### src/rtl/remap_pkg.sv
`timescale 1ns/1ps
package remap_pkg;
  typedef enum logic [1:0] {
    MODE_BOOT  = 2'b00,
    MODE_FLASH = 2'b01,
    MODE_RAM   = 2'b10,
    MODE_EXT   = 2'b11
  } remapMode_t;

  localparam int REGION_N = 4;
  localparam int IDX_ROM = 0;
  localparam int IDX_FLASH = 1;
  localparam int IDX_RAM = 2;
  localparam int IDX_EXT = 3;

  typedef struct packed {
    remapMode_t mode;
    logic       regHit;
  } ctrlStrobe_t;
endpackage

### src/rtl/remap_ctrl.sv
`timescale 1ns/1ps
module remap_ctrl #(
  parameter int ADDR_W = 32,
  parameter int DATA_W = 32,
  parameter logic [ADDR_W-1:0] REG_ADDR = 32'hE01FC040
) (
  input  logic clk,
  input  logic rstN,
  input  logic reqValid,
  input  logic reqWrite,
  input  logic [ADDR_W-1:0] reqAddr,
  input  logic [DATA_W-1:0] reqWdata,
  output remap_pkg::ctrlStrobe_t strobe,
  output logic rdValid,
  output logic [DATA_W-1:0] rdData
);
  import remap_pkg::*;

  localparam int MODE_W = 2;

  remapMode_t modeQ;
  logic regHit;
  logic wrHit;

  assign regHit = reqValid && (reqAddr == REG_ADDR);
  assign wrHit = regHit && reqWrite;

  always_ff @(posedge clk) begin
    if (!rstN) modeQ <= MODE_BOOT;
    else if (wrHit) modeQ <= remapMode_t'(reqWdata[MODE_W-1:0]);
  end

  always_comb begin
    rdValid = regHit && !reqWrite;
    rdData = '0;
    if (rdValid) rdData[MODE_W-1:0] = modeQ;
  end

  assign strobe.mode = modeQ;
  assign strobe.regHit = regHit;

  a_r3_write_applies: assert property (@(posedge clk) disable iff (!rstN)
    wrHit |=> (modeQ == $past(reqWdata[MODE_W-1:0])));
  a_r3_mode_holds: assert property (@(posedge clk) disable iff (!rstN)
    !wrHit |=> $stable(modeQ));
  a_r2_rd_only_on_read: assert property (@(posedge clk) disable iff (!rstN)
    rdValid |-> (reqValid && !reqWrite && rdData[DATA_W-1:MODE_W] == '0));
endmodule

### src/rtl/remap_dp.sv
`timescale 1ns/1ps
module remap_dp #(
  parameter int ADDR_W = 32,
  parameter int WIN_BYTES = 64,
  parameter logic [ADDR_W-1:0] ROM_BASE = 32'h7FFFE000,
  parameter logic [ADDR_W-1:0] RAM_BASE = 32'h40000000,
  parameter logic [ADDR_W-1:0] EXT_BASE = 32'h80000000
) (
  input  logic clk,
  input  logic rstN,
  input  logic reqValid,
  input  logic [ADDR_W-1:0] reqAddr,
  input  remap_pkg::ctrlStrobe_t strobe,
  output logic outValid,
  output logic [ADDR_W-1:0] outAddr,
  output logic [remap_pkg::REGION_N-1:0] regionSel
);
  import remap_pkg::*;

  localparam int OFS_W = $clog2(WIN_BYTES);

  logic inWindow;
  logic [ADDR_W-1:0] winOfs;
  logic [1:0] regionIdx;

  assign inWindow = (reqAddr[ADDR_W-1:OFS_W] == '0);
  assign winOfs = {{(ADDR_W-OFS_W){1'b0}}, reqAddr[OFS_W-1:0]};
  assign outValid = reqValid && !strobe.regHit;

  always_comb begin
    outAddr = reqAddr;
    if (inWindow) begin
      unique case (strobe.mode)
        MODE_BOOT:  outAddr = ROM_BASE + winOfs;
        MODE_FLASH: outAddr = winOfs;
        MODE_RAM:   outAddr = RAM_BASE + winOfs;
        MODE_EXT:   outAddr = EXT_BASE + winOfs;
        default:    outAddr = reqAddr;
      endcase
    end
  end

  always_comb begin
    if (outAddr >= EXT_BASE) regionIdx = 2'(IDX_EXT);
    else if (outAddr >= ROM_BASE) regionIdx = 2'(IDX_ROM);
    else if (outAddr >= RAM_BASE) regionIdx = 2'(IDX_RAM);
    else regionIdx = 2'(IDX_FLASH);
  end

  for (genvar g = 0; g < REGION_N; g++) begin : gSel
    assign regionSel[g] = outValid && (regionIdx == 2'(g));
  end

  a_r8_onehot: assert property (@(posedge clk) disable iff (!rstN)
    outValid |-> ($countones(regionSel) == 1));
  a_r9_reg_no_sel: assert property (@(posedge clk) disable iff (!rstN)
    (reqValid && strobe.regHit) |-> (regionSel == '0 && !outValid));
  a_r1_pass_through: assert property (@(posedge clk) disable iff (!rstN)
    (outValid && !inWindow) |-> (outAddr == reqAddr));
  a_r10_idle_quiet: assert property (@(posedge clk) disable iff (!rstN)
    !reqValid |-> (regionSel == '0 && !outValid));
endmodule

### src/rtl/vector_remap.sv
`timescale 1ns/1ps
module vector_remap #(
  parameter int ADDR_W = 32,
  parameter int DATA_W = 32,
  parameter int WIN_BYTES = 64,
  parameter logic [ADDR_W-1:0] REG_ADDR = 32'hE01FC040,
  parameter logic [ADDR_W-1:0] ROM_BASE = 32'h7FFFE000,
  parameter logic [ADDR_W-1:0] RAM_BASE = 32'h40000000,
  parameter logic [ADDR_W-1:0] EXT_BASE = 32'h80000000
) (
  input  logic clk,
  input  logic rstN,
  input  logic reqValid,
  input  logic reqWrite,
  input  logic [ADDR_W-1:0] reqAddr,
  input  logic [DATA_W-1:0] reqWdata,
  output logic outValid,
  output logic [ADDR_W-1:0] outAddr,
  output logic [3:0] regionSel,
  output logic rdValid,
  output logic [DATA_W-1:0] rdData
);
  remap_pkg::ctrlStrobe_t strobe;

  remap_ctrl #(.ADDR_W(ADDR_W), .DATA_W(DATA_W), .REG_ADDR(REG_ADDR)) uCtrl (
    .clk(clk), .rstN(rstN), .reqValid(reqValid), .reqWrite(reqWrite),
    .reqAddr(reqAddr), .reqWdata(reqWdata), .strobe(strobe),
    .rdValid(rdValid), .rdData(rdData)
  );

  remap_dp #(.ADDR_W(ADDR_W), .WIN_BYTES(WIN_BYTES), .ROM_BASE(ROM_BASE),
             .RAM_BASE(RAM_BASE), .EXT_BASE(EXT_BASE)) uDp (
    .clk(clk), .rstN(rstN), .reqValid(reqValid), .reqAddr(reqAddr),
    .strobe(strobe), .outValid(outValid), .outAddr(outAddr),
    .regionSel(regionSel)
  );
endmodule

### config.mk
export PLATFORM = sky130hd
export DESIGN_NAME = vector_remap
export DESIGN_NICKNAME = d
export VERILOG_FILES = /design/src/rtl/remap_pkg.sv /design/src/rtl/remap_ctrl.sv /design/src/rtl/remap_dp.sv /design/src/rtl/vector_remap.sv
export SDC_FILE = /design/constraint.sdc
export NUM_CORES = 1
export LEC_CHECK = 0
export CORE_AREA = 2 2 53 55
export CTS_BUF_LIST = sky130_fd_sc_hd__clkbuf_16
export CTS_CLUSTER_DIAMETER = 200
export DETAILED_ROUTE_END_ITERATION = 6
export DIE_AREA = 0 0 55 57
export DONT_BUFFER_PORTS = 1
export SETUP_SLACK_MARGIN = 0.1
export SLEW_MARGIN = 20
export SYNTH_ARGS = -nofsm -noshare
export SYNTH_HDL_FRONTEND = slang
export SYNTH_HIERARCHICAL = 1
export SYNTH_SLANG_ARGS = --single-unit
### constraint.sdc
create_clock -name clk -period 2.6 [get_ports clk]
set_clock_uncertainty 0.05 [all_clocks]
set_input_delay 0.52 -clock clk [delete_from_list [all_inputs] [get_ports clk]]
set_output_delay 0.52 -clock clk [all_outputs]
set_load 0.01 [all_outputs]
==> impl_metrics.csv, run 1 <==
group,metric,value,unit
outcome,status,"completed",
yosys,share_of_the_synthesized_area_in_compound_gates_ao_oa_aoi_oai,2.87,%
pwr,p_clk_share,70.1,%
yosys,dominantRegCellSynth,"sky130_fd_sc_hd__dfxtp_1",
layout,post_layout_nonfiller_instances,138,
layout,diodes,0,
pwr,power.switching,0.0000788,W
layout,utilization,32.8,%
floorplan,core_outline_area,2620,um2
clocking,root_buffer,"sky130_fd_sc_hd__clkbuf_16",
routing,drt_wl_total,2.17,mm
floorplan,io_pins,138,
routing,drt-vias-per-instance,5.13,
sta,setup_tns,0,ns
grt,global_route.overflow_total,0,
sta,rsz0062_at_grt,"false",
placement,place_inst,134,
pwr,internal_power,0.000249,W
grt,initial_antenna_violation_count,0,
sta,setup_viol_count_final,0,
yosys,synth_top_family_by_area,"simple AND/OR/NAND/NOR gates",
pwr,power.switching_fraction,24.0,%
grt,pin_count_of_the_biggest_net_entering_global_routing,18,
yosys,synthArstFlopShare,0,%
sta,final.setup.worst_slack,0.263,ns
layout,drive_above_1_share,32.7,%
grt,first_global_vias,660,
floorplan,core.rowCount,19,
placement,dpl.hpwl,1.87,mm
layout,filler_cell_count,276,
sta,final-max-slew-violation-count,0,
clocking,cts_hold_buf,0,
routing,first_iter_violations,14,
sta,layout_worst_path_cycle_share,89.9,%
routing,route.detailed.drc,0,
yosys,synth_area_leader_cell,"sky130_fd_sc_hd__buf_4",
clocking,cts_tree,"done",
yosys,netlist.area_leader.share,30.3,%
yosys,synth_seq_area_share,4.37,%
yosys,synthesis.instances,117,
yosys,synth_fa_ha_area_share,0,%
placement,pre_cts_slack,0.116,ns
yosys,post_synth_instance_area,916,um2
floorplan,initial_core_util,35.0,%
layout,largest_registers,"uCtrl/modeQ x2",
placement,routabilityCongestion,0.825,
pwr,leakage,0.389,nW
flow_run,maxCapViolCount,0,
yosys,share_of_the_synthesized_netlist_area_taken_by_xor_and_xnor_gates,0,%
setup_path,timing.critical_path.arrival,1.77,ns
sta,fmaxAchievable,428,MHz
pwr,power.share.sequential,9.4,%
pwr,power.total,0.000328,W
layout,finalNetCount,177,
setup_path,timing_worst_setup_path_type,"input pin to primary output",
yosys,synthMuxAreaShare,2.19,%
setup_path,crit_required,2.03,ns
yosys,yosys.area_share.simple,55.2,%
routing,route.detailed.wl_per_inst,15.7,um
sta,final.min_clock_period,2.34,ns
clocking,cts_inserted_buffers,3,
sta,final-hold-violation-count,0,
worst_hold_path,holdCritPathClass,"input pin to register",
grt,grt_pass1_wl,3.02,mm
pwr,vdd.ir_drop.worst,0.509,mV
grt,grt_use_total,13.0,%
floorplan,die-width,55,um
floorplan,floorplan.die.height,57,um
layout,largest_reg_flops,2,
placement,portBuffers,0,
clocking,cts.htree.levels,1,
yosys,synth.cells.most_frequent,"sky130_fd_sc_hd__buf_4, sky130_fd_sc_hd__or2_2, sky130_fd_sc_hd__clkbuf_1, sky130_fd_sc_hd__nor4_1",
yosys,yosys_warnings,6,
yosys,synthesis.area_per_instance,7.83,um2
yosys,yosys.cell_types.count,28,
setup_path,crit_path_end_kind,"primary output",
yosys,synth-seq-cells,2,
setup_path,critical_path_source_type,"input pin",
clocking,clkSlewWorstSetupHoldPaths,0.03,ns
yosys,synth.most_common_cell,"sky130_fd_sc_hd__buf_4",
clocking,clockBufferDepth,2,
yosys,synth-edff-count,0,
floorplan,die_area,3140,um2
pwr,power_frac_comb,20.5,%
layout,area_delta_synth_final,-6.42,%
routing,dr_total_vias,708,
layout,largest_register,"uCtrl/modeQ",
routing,count_of_nets_left_with_antenna_violations_after_detail_routing,0,
clocking,cts.sinks,2,
routing,drtPass1Iterations,4,
clocking,clk-insertion-delay-late,0.22,ns
setup_path,critPathMaxFanout,4,
pwr,power_per_cell_area,383,nW/um2
yosys,post_synth_main_area_contributors,"sky130_fd_sc_hd__buf_4, sky130_fd_sc_hd__or2_2, sky130_fd_sc_hd__nor4b_4, sky130_fd_sc_hd__nor4_4, sky130_fd_sc_hd__nor4_1",
==> routing by layer <==
layer	up-vias	part of all wire [%]	track usage [%]
met4	0	0	3.48
met3	0	18	4.71
li1	316	-	-
met5	-	0	0
met1	321	31	13.8
met2	71	51	23.5
==> path summary, 6_finish.rpt <==
kind / from / endpoint / slack, ns / depth (start not counted)
hold / removal: reqWdata[1] / uCtrl/modeQ[1] / 0.40 / 2
hold reg to reg: uCtrl/modeQ[1] / uCtrl/modeQ[1] / 0.48 / 2
setup reg to reg: uCtrl/modeQ[0] / uCtrl/modeQ[0] / 1.81 / 2
setup / recovery: reqAddr[7] / regionSel[2] / 0.26 / 6
==> through the flow <==
stage	hold slack [ns]	area, um2
5_1_grt	0.428	857
6_report	0.399	857
2_1_floorplan	0.439	1020
3_5_place_dp	0.480	769
3_3_place_gp	0.464	769
4_1_cts	0.393	845
==> kinds of logic (layout without fill, tap and decap cells) <==
logic type,Yosys count,after routing
muxes,2,2
buffers and inverters,48,9
AOI/OAI and AO/OA,3,3
and+or+nand+nor,61,61
other,1,30
DFF,2,2
==> cells in the final DEF, fill, tap and decap left out, types with 2 or more instances in the layout <==
cell type,n
sky130_fd_sc_hd__clkbuf_16,3
sky130_fd_sc_hd__buf_4,3
sky130_fd_sc_hd__nand3_1,3
sky130_fd_sc_hd__and2_1,3
sky130_fd_sc_hd__dfxtp_1,2
sky130_fd_sc_hd__inv_1,3
sky130_fd_sc_hd__nor4_4,3
sky130_fd_sc_hd__nor3_1,2
sky130_fd_sc_hd__nand4_4,2
sky130_fd_sc_hd__or2_2,17
sky130_fd_sc_hd__nand4_1,4
sky130_fd_sc_hd__nor2_1,5
sky130_fd_sc_hd__nor4b_4,3
sky130_fd_sc_hd__conb_1,30
sky130_fd_sc_hd__nor4_1,7
sky130_fd_sc_hd__mux2i_1,2
sky130_fd_sc_hd__nand2_1,5
==> power groups by stage <==
stage               Sequential (W)  Clock (W)  Combinational [W]
global route             0.0000309   0.000238          0.0000758
finish                   0.0000309   0.000230          0.0000673
global placement         0.0000313          0          0.0000662
floorplan                0.0000313          0           0.000111
detailed placement       0.0000313          0          0.0000666
CTS                      0.0000309   0.000236          0.0000666
==> cell type report <==
type	count	area [um2]	area share (%)
multi-input combinational	96	669	78.1
clock buffer	3	75.1	8.76
sequential	2	40.0	4.67
tap	31	38.8	4.53
timing repair buffer	3	22.5	2.63
inverter	3	11.3	1.31
==> what timing repair did <==
item / 4_1_cts / 5_1_grt
gates resized for setup: 0 / 1
setup endpoints to repair: 0 / 4
buffers inserted: 0 / 1
==> critical path: stages <==
cell                      delay, ns
sky130_fd_sc_hd__nor4_1        0.31
sky130_fd_sc_hd__nand4_1       0.13
sky130_fd_sc_hd__buf_4         0.18
sky130_fd_sc_hd__o31ai_2       0.32
sky130_fd_sc_hd__nand2_1       0.10
sky130_fd_sc_hd__nor2_1        0.21
Note: power is estimated with default switching activity, not from simulation.
==> run 2, diff against run 1 <==
Settings changed: CELL_PAD_IN_SITES_DETAIL_PLACEMENT set to 1, CELL_PAD_IN_SITES_GLOBAL_PLACEMENT set to 1, CORE_AREA 2 2 53 55 to not set, CORE_ASPECT_RATIO set to 0.7, CORE_MARGIN set to 2, CORE_UTILIZATION set to 37, DIE_AREA 0 0 55 57 to not set, PLACE_DENSITY_LB_ADDON set to 0.1.
==> run 2 against run 1 <==
  * Worst setup slack worse by 0.0021 ns
  * Die area shrank 7.6%
  * Core utilization up 2.8 points
  * Routed wire length rose by 0.46%
  * Final area decreased by 0.15%
  * Register-to-register slack better by 0.02 ns
  * Clock-buffer cell count unchanged
  * Non-clock buffer count unchanged
  * Total power decreased by 0.68%
==> impl_metrics.csv, run 2 (synthesized netlist as in run 1, its figures left out) <==
group,metric,value,unit
floorplan,core.rowCount,15,
routing,first_iter_violations,14,
setup_path,timing_worst_setup_path_type,"input pin to primary output",
pwr,vdd.ir_drop.worst,0.399,mV
pwr,p_clk_share,69.5,%
layout,diodes,0,
clocking,clockBufferDepth,2,
floorplan,die-width,63.5,um
layout,largest_registers,"uCtrl/modeQ x2",
grt,met1_usage,17.3,%
routing,count_of_nets_left_with_antenna_violations_after_detail_routing,0,
routing,drt_wl_total,2.18,mm
sta,setup_tns,0,ns
routing,route.detailed.wl_per_inst,15.4,um
pwr,power.switching_fraction,23.4,%
floorplan,initial_core_util,38.1,%
layout,most_common_cell_after_layout_fill_and_taps_aside,"sky130_fd_sc_hd__conb_1",
layout,seq_area,40.0,um2
pwr,power.share.sequential,9.5,%
layout,layout_common_cells,"sky130_fd_sc_hd__conb_1, sky130_fd_sc_hd__or2_2, sky130_fd_sc_hd__nor4_1",
setup_path,critical_path_source_type,"input pin",
grt,busiest_layer_in_global_routing,"met2",
floorplan,floorplan.die.height,45.6,um
grt,grt_use_total,14.4,%
pwr,internal_power,0.000250,W
setup_path,critPathMaxFanout,4,
sta,final.min_clock_period,2.34,ns
sta,final-max-slew-violation-count,0,
placement,dpl.hpwl,1.91,mm
grt,grt.met2_usage,24.6,%
pwr,power.switching,0.0000761,W
layout,post_layout_nonfiller_instances,141,
placement,routabilityCongestion,0.755,
clocking,cts_tree,"done",
sta,setup_viol_count_final,0,
layout,drive_above_1_share,31.8,%
setup_path,timing.critical_path.slowest_stage_cell,"sky130_fd_sc_hd__nor4_1",
setup_path,series_of_cell_instances_along_the_critical_path,"nor4_1, nand4_1, o31ai_1, buf_4, nand2_1, nor2_1",
sta,fin_hold_ws,0.411,ns
routing,drt-vias-per-instance,4.77,
setup_path,path_delay_family,"simple AND/OR/NAND/NOR gates",
setup_path,crit_required,2.03,ns
sta,rsz0062_at_grt,"false",
routing,route.detailed.drc,0,
grt,initial_antenna_violation_count,0,
sta,final-hold-violation-count,0,
clocking,cts.sinks,2,
clocking,cts_hold_buf,0,
setup_path,worst-path-buf-inv,1,
setup_path,crit_path_end_kind,"primary output",
floorplan,die_area,2900,um2
clocking,clk-insertion-delay-late,0.22,ns
floorplan,core_outline_area,2400,um2
clocking,root_buffer,"sky130_fd_sc_hd__clkbuf_16",
routing,dr_total_vias,673,
placement,portBuffers,0,
routing,drtPass1Iterations,4,
placement,place_inst,138,
pwr,leakage,0.389,nW
worst_hold_path,holdCritPathClass,"input pin to register",
grt,global_route.overflow_total,0,
grt,pin_count_of_the_biggest_net_entering_global_routing,18,
clocking,cts.htree.levels,1,
setup_path,timing.critical_path.arrival,1.77,ns
sta,fmaxAchievable,427,MHz
outcome,status,"completed",
layout,filler_cell_count,312,
clocking,post-cts-setup-buffers,0,
pwr,power_per_cell_area,381,nW/um2
sta,layout_worst_path_cycle_share,90.0,%
flow_run,maxCapViolCount,0,
grt,first_global_vias,630,
setup_path,cp_slowest_stage_delay,0.31,ns
pwr,power_frac_comb,21.0,%
floorplan,io_pins,138,
layout,largest_register,"uCtrl/modeQ",
clocking,cts_resized,0,
layout,largest_reg_flops,2,
clocking,cts_inserted_buffers,3,
clocking,clkSlewWorstSetupHoldPaths,0.03,ns
layout,multiInputGateArea,664,um2
layout,finalNetCount,177,
layout,area_delta_synth_final,-6.56,%
grt,grt_pass1_wl,3.17,mm
grt,globalRouteMet3Util,6.44,%
-- run 2: cell counts in the layout (fill, tap and decap cells not counted) --
No cell type changed its count.
-- run 2: final timing paths --
path | end | start | cells after the start | slack, ns
worst max-delay path | regionSel[2] | reqAddr[7] | 6 | 0.26
worst min-delay path | uCtrl/modeQ[1] | reqWdata[1] | 2 | 0.41
worst max register to register | uCtrl/modeQ[0] | uCtrl/modeQ[0] | 2 | 1.83
worst min register to register | uCtrl/modeQ[1] | uCtrl/modeQ[1] | 2 | 0.48
-- run 2: layout make-up --
class                      count  share of cell area (%)
multi-input combinational     96                    77.6
clock buffer                   3                    8.77
tap                           34                    4.97
sequential                     2                    4.68
timing repair buffer           3                    2.63
inverter                       3                    1.32
-- run 2: power by group through the flow --
stage	registers (W)	clock network, W	logic, W
after detailed placement	0.0000313	0	0.0000681
after floorplan	0.0000313	0	0.000111
after global placement	0.0000313	0	0.0000676
final	0.0000310	0.000226	0.0000685
after CTS	0.0000310	0.000230	0.0000681
after global routing	0.0000309	0.000236	0.0000740
-- run 2: layer usage --
layer / vias to the layer above / part of all wire, %
li1: 316 / -
met1: 299 / 40
met2: 58 / 48
met3: 0 / 13
met4: 0 / 0
met5: - / 0
-- run 2: worst reg2reg max path, cell delays in order (launching register included) --
cell	delay, ns
sky130_fd_sc_hd__dfxtp_1	0.42
sky130_fd_sc_hd__nand2_1	0.09
sky130_fd_sc_hd__mux2i_1	0.13
-- run 2: metrics by stage --
step | power (W) | area, um2 | util [%] | setup WS (ns)
floorplan | 0.000142 | 1020 | - | 0.205
global placement | 0.0000989 | 781 | 32.5 | 0.220
detailed placement | 0.0000994 | 781 | 32.5 | 0.191
CTS | 0.000329 | 856 | 35.6 | 0.191
global route | 0.000341 | 856 | 35.6 | 0.123
finish | 0.000326 | 856 | 35.6 | 0.261
==> run 3, diff against run 2 <==
Settings changed: CELL_PAD_IN_SITES_DETAIL_PLACEMENT 1 to 0, CELL_PAD_IN_SITES_GLOBAL_PLACEMENT 1 to 2, CORE_UTILIZATION 37 to 26.
==> run 3 against run 2 <==
  * Final cell count rose by 9.9%
  * Worst setup slack got worse by 0.026 ns
  * Critical path depth did not move
  * Sequential share of layout area fell by 0.19 points
  * Global-route usage fell by 4.7 points
  * Largest power group unchanged
==> impl_metrics.csv, run 3 (synthesized netlist as in run 1, its figures left out) <==
group,metric,value,unit
grt,first_global_vias,563,
setup_path,crit_path_end_kind,"primary output",
setup_path,worstSetupPathDepth,6,
floorplan,io_pins,138,
sta,fmaxAchievable,423,MHz
clocking,cts_tree,"done",
sta,final-hold-violation-count,0,
layout,diodes,0,
routing,first_iter_violations,30,
sta,layout_worst_path_cycle_share,91.0,%
setup_path,critPathLaunch,"reqAddr[25]",
setup_path,reg2reg_depth,2,
clocking,clkSlewWorstSetupHoldPaths,0.03,ns
routing,top_signal_layer_used,"met3",
layout,fin_area,892,um2
floorplan,initial_core_util,28.1,%
placement,portBuffers,0,
routing,met1_length,927,um
sta,setup_viol_count_final,0,
pwr,vdd.ir_drop.worst,0.157,mV
sta,final.min_clock_period,2.37,ns
setup_path,worst-path-buf-inv,1,
layout,post_layout_nonfiller_instances,155,
worst_hold_path,holdCritPathClass,"input pin to register",
layout,largest_register,"uCtrl/modeQ",
clocking,cts.sinks,2,
grt,global_route.overflow_total,0,
placement,routabilityCongestion,0.733,
grt,grt_use_total,9.75,%
routing,wl_met3,304,um
routing,drt_wl_total,2.31,mm
setup_path,setup.reg_to_reg.worst_slack,1.84,ns
setup_path,timing_worst_setup_path_type,"input pin to primary output",
sta,fin_hold_ws,0.407,ns
layout,finalNetCount,178,
setup_path,critical_path_source_type,"input pin",
outcome,status,"completed",
pwr,leakage,0.395,nW
clocking,cts.htree.levels,1,
setup_path,timing.critical_path.slowest_stage_cell,"sky130_fd_sc_hd__nor4_2",
floorplan,floorplan.die.height,53.7,um
placement,place_inst,152,
layout,largest_reg_flops,2,
floorplan,die-width,74.9,um
setup_path,critPathMaxFanout,4,
placement,placedInstanceArea,805,um2
clocking,cts_hold_buf,0,
setup_path,worst_r2r_startpoint,"uCtrl/modeQ[0]",
routing,wl_met2,1.08,mm
layout,layout_common_cells,"sky130_fd_sc_hd__conb_1, sky130_fd_sc_hd__or2_2, sky130_fd_sc_hd__nor4_1",
routing,route.detailed.wl_per_inst,14.9,um
setup_path,timing.critical_path.arrival,1.80,ns
setup_path,path_delay_family,"simple AND/OR/NAND/NOR gates",
routing,count_of_nets_left_with_antenna_violations_after_detail_routing,0,
routing,route.detailed.drc,0,
setup_path,series_of_cell_instances_along_the_critical_path,"nor4_2, nand4_4, nor3_1, nand2b_1, inv_1, and2_1",
setup_path,critical_path.endpoint,"regionSel[3]",
clocking,post-cts-setup-buffers,0,
pwr,power_per_cell_area,368,nW/um2
layout,area_delta_synth_final,-2.60,%
setup_path,cp_slowest_stage_delay,0.42,ns
clocking,clockBufferDepth,2,
clocking,root_buffer,"sky130_fd_sc_hd__clkbuf_16",
floorplan,core.rowCount,17,
routing,drtPass1Iterations,4,
sta,final-max-slew-violation-count,0,
layout,most_common_cell_after_layout_fill_and_taps_aside,"sky130_fd_sc_hd__conb_1",
setup_path,timing.rr.end,"uCtrl/modeQ[0]",
floorplan,die_area,4020,um2
placement,dpl.hpwl,2.01,mm
sta,rsz0062_at_grt,"false",
setup_path,crit_required,2.03,ns
sta,setup_tns,0,ns
grt,grt_pass1_wl,2.85,mm
clocking,cts_inserted_buffers,3,
flow_run,maxCapViolCount,0,
layout,drive_above_1_share,34.3,%
grt,initial_antenna_violation_count,0,
routing,dr_total_vias,685,
clocking,clk-insertion-delay-late,0.22,ns
layout,largest_registers,"uCtrl/modeQ x2",
grt,pin_count_of_the_biggest_net_entering_global_routing,18,
floorplan,core_outline_area,3250,um2
routing,drt-vias-per-instance,4.42,
## run 3: changes by cell type in the layout (fill, tap and decap cells not counted)
cell	delta
sky130_fd_sc_hd__buf_6	+1
sky130_fd_sc_hd__nor2_1	-1
sky130_fd_sc_hd__nor2_2	+1
sky130_fd_sc_hd__nor4_1	-1
sky130_fd_sc_hd__nor4_2	+1
## run 3: final cells by class
class	instances	area (um2)
Sequential cell	2	40.0
Tap cell	47	58.8
Fill cell	360	2360
Inverter	3	11.3
Multi-Input combinational cell	96	673
Clock buffer	3	75.1
Timing Repair Buffer	4	33.8
## run 3: per-stage QoR
stage / setup WS, ns / util [%] / power [W]
detailed placement: 0.0889 / 24.7 / 0.0000998
global placement: 0.0622 / 24.7 / 0.000101
floorplan: 0.205 / - / 0.000142
CTS: 0.163 / 27.2 / 0.000331
finish: 0.234 / 27.4 / 0.000328
global route: 0.0948 / 27.4 / 0.000342
## run 3: where the power goes
part           total [W]  internal (W)        switching (W)  leakage (nW)
clock network   0.000228      0.000195            0.0000326        0.0370
logic          0.0000691     0.0000243            0.0000448         0.342
registers      0.0000309     0.0000309  0.00000000000000459        0.0161
## run 3: worst min-delay path by stage
stage | from | cells past startpoint | end
floorplan | uCtrl/modeQ[1] | 2 | uCtrl/modeQ[1]
global placement | uCtrl/modeQ[1] | 2 | uCtrl/modeQ[1]
detailed placement | uCtrl/modeQ[1] | 2 | uCtrl/modeQ[1]
CTS | reqWdata[0] | 2 | uCtrl/modeQ[0]
global route | reqWdata[0] | 2 | uCtrl/modeQ[0]
finish | reqWdata[1] | 2 | uCtrl/modeQ[1]
## run 3: timing repair
item                       in CTS  in global routing
setup endpoints to repair      16                 19
pin swaps                       0                  1
resized for setup               1                  2
## run 3: per-layer routing
layer	vias up	track usage [%]
met4	0	4.46
met3	0	3.37
met5	-	0
met2	55	15.2
li1	318	-
met1	312	12.1
